File: config.mk
export PLATFORM = sky130hd
export DESIGN_NAME = line_pll_mode_ctrl
export DESIGN_NICKNAME = d
export VERILOG_FILES = /design/src/rtl/lpll_pkg.sv /design/src/rtl/lpll_mode_sel.sv /design/src/rtl/lpll_cur_map.sv /design/src/rtl/lpll_line_timer.sv /design/src/rtl/line_pll_mode_ctrl.sv
export SDC_FILE = /design/constraint.sdc
export NUM_CORES = 1
export LEC_CHECK = 0
export CAP_MARGIN = 30
export CORE_MARGIN = 2
export CORE_UTILIZATION = 40
export CTS_BUF_LIST = sky130_fd_sc_hd__clkbuf_4 sky130_fd_sc_hd__clkbuf_8
export DETAILED_ROUTE_END_ITERATION = 16
export PLACE_DENSITY = 0.75
export SLEW_MARGIN = 30
export SYNTH_ARGS = -nofsm -noshare
export SYNTH_HDL_FRONTEND = slang
export SYNTH_SLANG_ARGS = --single-unit
File: constraint.sdc
create_clock -name clk_i -period 1.85 [get_ports clk_i]
set_input_delay 0.555 -clock clk_i [delete_from_list [all_inputs] [get_ports clk_i]]
set_output_delay 0.555 -clock clk_i [all_outputs]
set_load 0.02 [all_outputs]
File: src/rtl/lpll_pkg.sv
package lpll_pkg;
  typedef enum logic [1:0] {
    LM_VSLOW = 2'd0,
    LM_SLOW  = 2'd1,
    LM_FAST  = 2'd2
  } loop_mode_e;

  localparam int unsigned UA_W         = 9;
  localparam int unsigned UA_VSLOW     = 6;
  localparam int unsigned UA_SLOW      = 30;
  localparam int unsigned UA_FAST_SCAN = 180;
  localparam int unsigned UA_FAST_RETR = 270;
endpackage

File: src/rtl/lpll_mode_sel.sv
module lpll_mode_sel
  import lpll_pkg::*;
(
  input  logic       vid_ok_i,
  input  logic       locked_i,
  input  logic       noise_i,
  input  logic       ext_src_i,
  output loop_mode_e mode_o
);
  always_comb begin
    if (!vid_ok_i)                   mode_o = LM_VSLOW;
    else if (!locked_i)              mode_o = LM_FAST;
    else if (noise_i && !ext_src_i)  mode_o = LM_SLOW;
    else                             mode_o = LM_FAST;
  end
endmodule

File: src/rtl/lpll_cur_map.sv
module lpll_cur_map
  import lpll_pkg::*;
#(
  parameter int unsigned W = UA_W
) (
  input  loop_mode_e     mode_i,
  output logic [W-1:0]   scan_o,
  output logic [W-1:0]   retr_o
);
  always_comb begin
    unique case (mode_i)
      LM_SLOW: begin
        scan_o = W'(UA_SLOW);
        retr_o = W'(UA_SLOW);
      end
      LM_FAST: begin
        scan_o = W'(UA_FAST_SCAN);
        retr_o = W'(UA_FAST_RETR);
      end
      default: begin
        scan_o = W'(UA_VSLOW);
        retr_o = W'(UA_VSLOW);
      end
    endcase
  end
endmodule

File: src/rtl/lpll_line_timer.sv
module lpll_line_timer #(
  parameter int unsigned LINE_CYC = 640,
  parameter int unsigned GATE_CYC = 57
) (
  input  logic clk_i,
  input  logic rst_ni,
  input  logic stb_i,
  output logic win_o
);
  localparam int unsigned CW      = $clog2(LINE_CYC);
  localparam int unsigned HALF_LO = GATE_CYC / 2;
  localparam int unsigned HALF_HI = GATE_CYC - HALF_LO;

  logic [CW-1:0] cnt_q;

  always_ff @(posedge clk_i or negedge rst_ni) begin
    if (!rst_ni)                            cnt_q <= '0;
    else if (stb_i)                         cnt_q <= '0;
    else if (cnt_q == CW'(LINE_CYC - 1))    cnt_q <= '0;
    else                                    cnt_q <= cnt_q + 1'b1;
  end

  // open before the expected strobe, close after it
  assign win_o = (cnt_q < CW'(HALF_HI)) || (cnt_q >= CW'(LINE_CYC - HALF_LO));
endmodule

File: src/rtl/line_pll_mode_ctrl.sv
module line_pll_mode_ctrl
  import lpll_pkg::*;
#(
  parameter int unsigned LINE_CYC = 640,
  parameter int unsigned GATE_CYC = 57,
  parameter int unsigned CUR_W    = UA_W
) (
  input  logic             clk_i,
  input  logic             rst_ni,
  input  logic             noise_i,
  input  logic             vid_ok_i,
  input  logic             locked_i,
  input  logic             ext_src_i,
  input  logic             vretrace_i,
  input  logic             hsync_stb_i,
  output logic [1:0]       mode_o,
  output logic [CUR_W-1:0] scan_ua_o,
  output logic [CUR_W-1:0] retr_ua_o,
  output logic [CUR_W-1:0] cur_ua_o,
  output logic             gate_o
);
  loop_mode_e       mode_nxt, mode_q;
  logic [CUR_W-1:0] nxt_scan, nxt_retr;
  logic [CUR_W-1:0] cur_q;
  logic             win;

  lpll_mode_sel u_sel (
    .vid_ok_i  (vid_ok_i),
    .locked_i  (locked_i),
    .noise_i   (noise_i),
    .ext_src_i (ext_src_i),
    .mode_o    (mode_nxt)
  );

  lpll_cur_map #(.W(CUR_W)) u_map_nxt (
    .mode_i (mode_nxt),
    .scan_o (nxt_scan),
    .retr_o (nxt_retr)
  );

  lpll_cur_map #(.W(CUR_W)) u_map_cur (
    .mode_i (mode_q),
    .scan_o (scan_ua_o),
    .retr_o (retr_ua_o)
  );

  lpll_line_timer #(.LINE_CYC(LINE_CYC), .GATE_CYC(GATE_CYC)) u_timer (
    .clk_i  (clk_i),
    .rst_ni (rst_ni),
    .stb_i  (hsync_stb_i),
    .win_o  (win)
  );

  // decisions land only at line boundaries
  always_ff @(posedge clk_i or negedge rst_ni) begin
    if (!rst_ni) begin
      mode_q <= LM_VSLOW;
      cur_q  <= CUR_W'(UA_VSLOW);
    end else if (hsync_stb_i) begin
      mode_q <= mode_nxt;
      cur_q  <= vretrace_i ? nxt_retr : nxt_scan;
    end
  end

  assign mode_o   = mode_q;
  assign cur_ua_o = cur_q;
  assign gate_o   = (mode_q == LM_SLOW) && win;
endmodule

==> flow_metrics.env, run 1 <==
export IMPL_core_um2=2520
export IMPL_synthToLayoutAreaGrowth_pct=36.2
export IMPL_leakage_nw=0.756
export IMPL_yosysUniqueCellTypes=30
export IMPL_synth_compound_area_frac=0.136
export IMPL_synthTopCellsByCount="buf_4, dfrtp_1, inv_1, o21ai_0, ha_1"
export IMPL_cts_root_buf="clkbuf_4"
export IMPL_synth_xor_area_frac=0.0241
export IMPL_cts_tree="yes"
export IMPL_layout_min_cycle_time_ns=1.96
export IMPL_dp_hpwl_mm=1.78
export IMPL_post_route_util=0.588
export IMPL_htreeDepth=1
export IMPL_syn_inst=117
export IMPL_die_x_um=56.2
export IMPL_syn_area_per_cell_um2=9.30
export IMPL_dp_slack_ns=-0.301
export IMPL_dp_cells=186
export IMPL_fmaxAchievable_mhz=510
export IMPL_antenna_cells=0
export IMPL_worst_path_max_fanout=3
export IMPL_hold_start="cur_ua_o[4]"
export IMPL_setup_ws_ns=-0.110
export IMPL_violations="setup timing"
export IMPL_synth_seq_cells=17
export IMPL_clkTransAtPathRegs_ns=0.11
export IMPL_finalPower_mw=0.849
export IMPL_viasPerCell=4.79
export IMPL_hold_viol_final=0
export IMPL_cts_max_path_buffers=2
export IMPL_rows=18
export IMPL_overflow=0
export IMPL_synth_top_family_by_area="buffers and inverters"
export IMPL_vias=915
export IMPL_hold_buffers=0
export IMPL_irDropWorstVdd_uv=391
export IMPL_arrival_ns=1.40
export IMPL_synth_edff_count=0
export IMPL_startpoint_type="flop"
export IMPL_drive_gt1_frac=0.311
export IMPL_io_pins=38
export IMPL_end_kind="primary output"
export IMPL_postRouteAntennaNets=0
export IMPL_powerDensity_nw_per_um2=573
export IMPL_num_nets_final=178
export IMPL_gp_congestion=0.856
export IMPL_grt_pass1_vias=880
export IMPL_synth_top_area_frac=0.368
export IMPL_synthSimpleGateAreaFrac=0.153
export IMPL_antenna_found_initial=0
export IMPL_cts_sinks=17
export IMPL_hold_path_class="flop to flop"
export IMPL_clk_latency_ns=0.29
export IMPL_cts_buffers=3
export IMPL_routed_wl_mm=2.18
export IMPL_finalSetupViolations=1
export IMPL_synth_area_leaders="dfrtp_1, buf_4, ha_1"
export IMPL_synthMuxAreaShare=0.0207
export IMPL_drv_slew=0
export IMPL_ys_flop_type="dfrtp_1"
export IMPL_grt_max_degree=18
export IMPL_finalNonFillerCells=191
export IMPL_yosysWarnings=0
export IMPL_drv_cap=0
export IMPL_detail_route_first_pass_iterations=4
export IMPL_ys_seq_area_frac=0.392
export IMPL_required_ns=1.29
export IMPL_fp_dieArea_um2=3150
export IMPL_drt_iter0_drc=6
export IMPL_worstSetupPathType="flop to primary output"
export IMPL_cp_startpoint="u_timer.cnt_q[6]"
export IMPL_rsz0062_at_grt="yes"
export IMPL_yosysMostFrequentCell="buf_4"
export IMPL_synthAdderAreaFrac=0.0920
export IMPL_timing_rr_start="u_timer.cnt_q[0]"
export IMPL_portBuffers=24
export IMPL_wl_per_cell_um=11.4
export IMPL_drc=0
export IMPL_synth_top_area_cell="dfrtp_1"
export IMPL_fin_crit_sh=1.06
export IMPL_grt_usage=0.145
export IMPL_skew_ns=0.0103
export IMPL_ys_async_sr_fraction=1.00
export IMPL_die_height_um=56.2
export IMPL_status="finished, violations left"
export IMPL_start_util=0.432
export IMPL_synth_area_um2=1090
export IMPL_grt_pass1_wl_mm=3.61
export IMPL_n_fill_cell=251
==> metal layers <==
| layer | track usage | share of wire | up-vias |
|---|---|---|---|
| met2 | 0.259 | 0.55 | 19 |
| met1 | 0.165 | 0.41 | 445 |
| met4 | 0.0714 | 0.0046 | 0 |
| met5 | 0 | 0 | - |
| met3 | 0.0256 | 0.038 | 2 |
| li1 | - | - | 449 |
==> cell families after synthesis <==
kind of cell / count (synthesis)
buffers and inverters: 33
muxes: 2
and+or+nand+nor: 30
xor gates and xnor gates: 3
adders and majority gates: 8
other: 2
AOI/OAI and AO/OA: 22
DFF: 17
==> what timing repair did <==
| action | CTS | global route |
|---|---|---|
| setup buffers | 0 | 1 |
| pin swaps | 0 | 1 |
| gates resized for setup | 39 | 13 |
| setup endpoints to repair | 14 | 14 |
==> layout by cell type, fill, tap and decap left out, types with 3 or more instances in the layout <==
cell type and count:
buf_4 27, clkdlybuf4s15_2 3, nor2_1 6, dfrtp_1 16
a21oi_1 6, clkbuf_4 3, nand2_1 4, conb_1 13
clkdlybuf4s50_1 7, dlymetal6s2s_1 3, ha_1 8, inv_1 11
dlygate4sd2_1 4, buf_2 3, o21ai_0 9, nand3_1 5
==> flip-flops by register name, indices dropped and copies added, names as in the netlist <==
name and count:
cur_ua_o 5, mode_o 2, u_timer.cnt_q 10
==> worst max-delay path, cell delays in order (launching register included) <==
cell      delay (ns)
dfrtp_1         0.43
nor4_2          0.26
o211ai_1        0.14
a21boi_1        0.14
buf_4           0.15
==> per-stage QoR <==
| step | hold slack [ns] | instance area (µm²) | TNS [ns] |
|---|---|---|---|
| 2_1_floorplan | 0.259 | 1130 | 0 |
| 3_3_place_gp | 0.497 | 1450 | -0.799 |
| 3_5_place_dp | 0.505 | 1450 | -1.08 |
| 4_1_cts | 0.534 | 1460 | -0.147 |
| 5_1_grt | 0.540 | 1480 | -0.206 |
| 6_report | 0.519 | 1480 | -0.110 |
==> where the power goes <==
part           switching, mW  internal, mW
Clock                  0.124        0.0803
Sequential            0.0122         0.391
Combinational          0.133         0.109
Total                  0.268         0.581
==> path summary, 6_finish.rpt <==
kind                       slack, ns          endpoint  cells after the start
hold reg to reg                 0.52       cur_ua_o[4]                      1
min in group asynchronous       0.57  u_timer.cnt_q[9]                      2
setup reg to reg                0.21  u_timer.cnt_q[7]                      5
setup / recovery               -0.11            gate_o                      4
hold / removal                  0.52       cur_ua_o[4]                      1
max in group asynchronous       1.01       cur_ua_o[1]                      2
==> final cells by class <==
class / instances / area (µm²) / share of cell area
Timing Repair Buffer: 49 / 417 / 0.281
Multi-Input combinational cell: 78 / 526 / 0.354
Clock buffer: 3 / 22.5 / 0.0152
Inverter: 13 / 48.8 / 0.0329
Sequential cell: 17 / 427 / 0.288
Tap cell: 30 / 37.5 / 0.0253
Clock inverter: 1 / 5.00 / 0.00338
Power figures use the tool's default switching activity.
==> run 2: changes to the inputs <==
CORE_UTILIZATION = 41   (was 40)
PLACE_DENSITY = 0.77   (was 0.75)
==> run 2 against run 1 <==
The run still ends with setup timing left. Count of clock-buffer cells in the layout unchanged. Hold slack better by 0.0043 ns. Register-to-register slack got worse by 0.03 ns. Clock power is essentially flat. First-iteration DRC count up 33%. Power down 0.64%. Wire length grew 3.6%. Critical endpoint unchanged. Flip-flop and latch count unchanged. Global-route usage is 0.14 points higher. Combinational power shrank 3%.
==> flow_metrics.env, run 2 (same netlist as run 1, synthesis figures left out) <==
export IMPL_rrSetupSlack_ns=0.18
export IMPL_rows=18
export IMPL_fin_area_um2=1470
export IMPL_drv_cap=0
export IMPL_worstPathCellList="nor4_2, o211ai_1, a21boi_1, buf_4"
export IMPL_clkTransAtPathRegs_ns=0.11
export IMPL_core_um2=2500
export IMPL_status="finished, violations left"
export IMPL_hold_path_class="flop to flop"
export IMPL_dp_cells=186
export IMPL_cp_num_buf_inv=1
export IMPL_required_ns=1.29
export IMPL_seqPwrFrac=0.481
export IMPL_cts_buffers=3
export IMPL_top_layer="met4"
export IMPL_cts_tree="yes"
export IMPL_cts_max_path_buffers=2
export IMPL_dp_hpwl_mm=1.78
export IMPL_finalSetupViolations=1
export IMPL_cp_slowest_cell="dfrtp_1"
export IMPL_clockPowerShare=0.241
export IMPL_portBuffers=24
export IMPL_layout_common_cells="buf_4, dfrtp_1, conb_1"
export IMPL_vias=923
export IMPL_leakage_nw=0.760
export IMPL_antenna_cells=0
export IMPL_wl_met2_mm=1.25
export IMPL_crit_family="flip-flops"
export IMPL_p_sw_frac=0.320
export IMPL_p_sw_mw=0.270
export IMPL_skew_ns=0.00347
export IMPL_antenna_found_initial=0
export IMPL_violations="setup timing"
export IMPL_worst_path_max_fanout=2
export IMPL_fin_hold_ws_ns=0.523
export IMPL_arrival_ns=1.41
export IMPL_start_util=0.435
export IMPL_hold_viol_final=0
export IMPL_largest_reg_flops=10
export IMPL_clk_latency_ns=0.29
export IMPL_wl_per_cell_um=11.9
export IMPL_drv_slew=0
export IMPL_hold_buffers=0
export IMPL_worstSetupPathType="flop to primary output"
export IMPL_detail_route_first_pass_iterations=4
export IMPL_num_nets_final=177
export IMPL_drive_gt1_frac=0.306
export IMPL_grt_max_degree=18
export IMPL_postRouteAntennaNets=0
export IMPL_grt_pass1_vias=830
export IMPL_top_register="u_timer.cnt_q"
export IMPL_finalNonFillerCells=190
export IMPL_n_fill_cell=230
export IMPL_slowest_delay_ns=0.41
export IMPL_final_common_cell="buf_4"
export IMPL_internal_power_mw=0.574
export IMPL_irDropWorstVdd_uv=407
export IMPL_setup_ws_ns=-0.112
export IMPL_rsz0062_at_grt="yes"
export IMPL_grt_pass1_wl_mm=3.62
export IMPL_io_pins=38
export IMPL_cts_root_buf="clkbuf_4"
export IMPL_synthToLayoutAreaGrowth_pct=35.1
export IMPL_dp_slack_ns=-0.228
export IMPL_viasPerCell=4.86
export IMPL_place_area_um2=1450
export IMPL_cts_sinks=17
export IMPL_overflow=0
export IMPL_fmaxAchievable_mhz=510
export IMPL_die_x_um=55.5
export IMPL_routed_wl_mm=2.26
export IMPL_wl_met3_um=99
export IMPL_layout_min_cycle_time_ns=1.96
export IMPL_grt_usage=0.147
export IMPL_fin_crit_sh=1.06
export IMPL_drc=0
export IMPL_end_kind="primary output"
export IMPL_startpoint_type="flop"
export IMPL_gp_congestion=0.866
export IMPL_htreeDepth=1
export IMPL_powerDensity_nw_per_um2=574
export IMPL_met1Wirelength_um=893
export IMPL_fp_dieArea_um2=3080
export IMPL_drt_iter0_drc=8
export IMPL_pwr_share_comb=0.278
export IMPL_die_height_um=55.5
export IMPL_tns_ns=-0.112
==> run 2: path summary, 6_finish.rpt <==
path	to	start	cells past startpoint
max	gate_o	u_timer.cnt_q[8]	4
min	cur_ua_o[3]	cur_ua_o[3]	1
max reg2reg	u_timer.cnt_q[3]	u_timer.cnt_q[0]	5
min reg2reg	cur_ua_o[3]	cur_ua_o[3]	1
max in group asynchronous	cur_ua_o[1]	rst_ni	2
min in group asynchronous	u_timer.cnt_q[9]	rst_ni	2
==> run 2: layer usage <==
layer	track usage	vias to the layer above
met2	0.260	24
li1	-	447
met5	0	-
met3	0.0258	2
met1	0.172	450
met4	0.0627	0
==> run 2: layout make-up <==
type,count,area (µm²),share of cell area
clock buffer,3,22.5,0.0153
clock inverter,1,5.00,0.00340
inverter,13,48.8,0.0332
multi-input combinational,78,531,0.361
sequential,17,428,0.291
tap,30,37.5,0.0255
timing repair buffer,48,398,0.271
==> run 2: power by group through the flow <==
stage          logic [mW]  registers, mW  clock network, mW
4_1_cts             0.233          0.404              0.210
2_1_floorplan       0.136          0.429                  0
5_1_grt             0.257          0.408              0.226
3_3_place_gp        0.243          0.410                  0
6_report            0.235          0.406              0.204
3_5_place_dp        0.248          0.411                  0
==> run 2: metrics by stage <==
stage                     power [mW]   util
after global routing           0.891  0.588
after CTS                      0.848  0.578
after global placement         0.654  0.578
after floorplan                0.565      -
final                          0.844  0.588
after detailed placement       0.660  0.578
==> run 2: what timing repair did <==
action	in CTS	in global routing
pin swaps	0	2
setup buffers	0	0
resized for setup	38	15
gates cloned	0	0
setup endpoints to repair	14	12
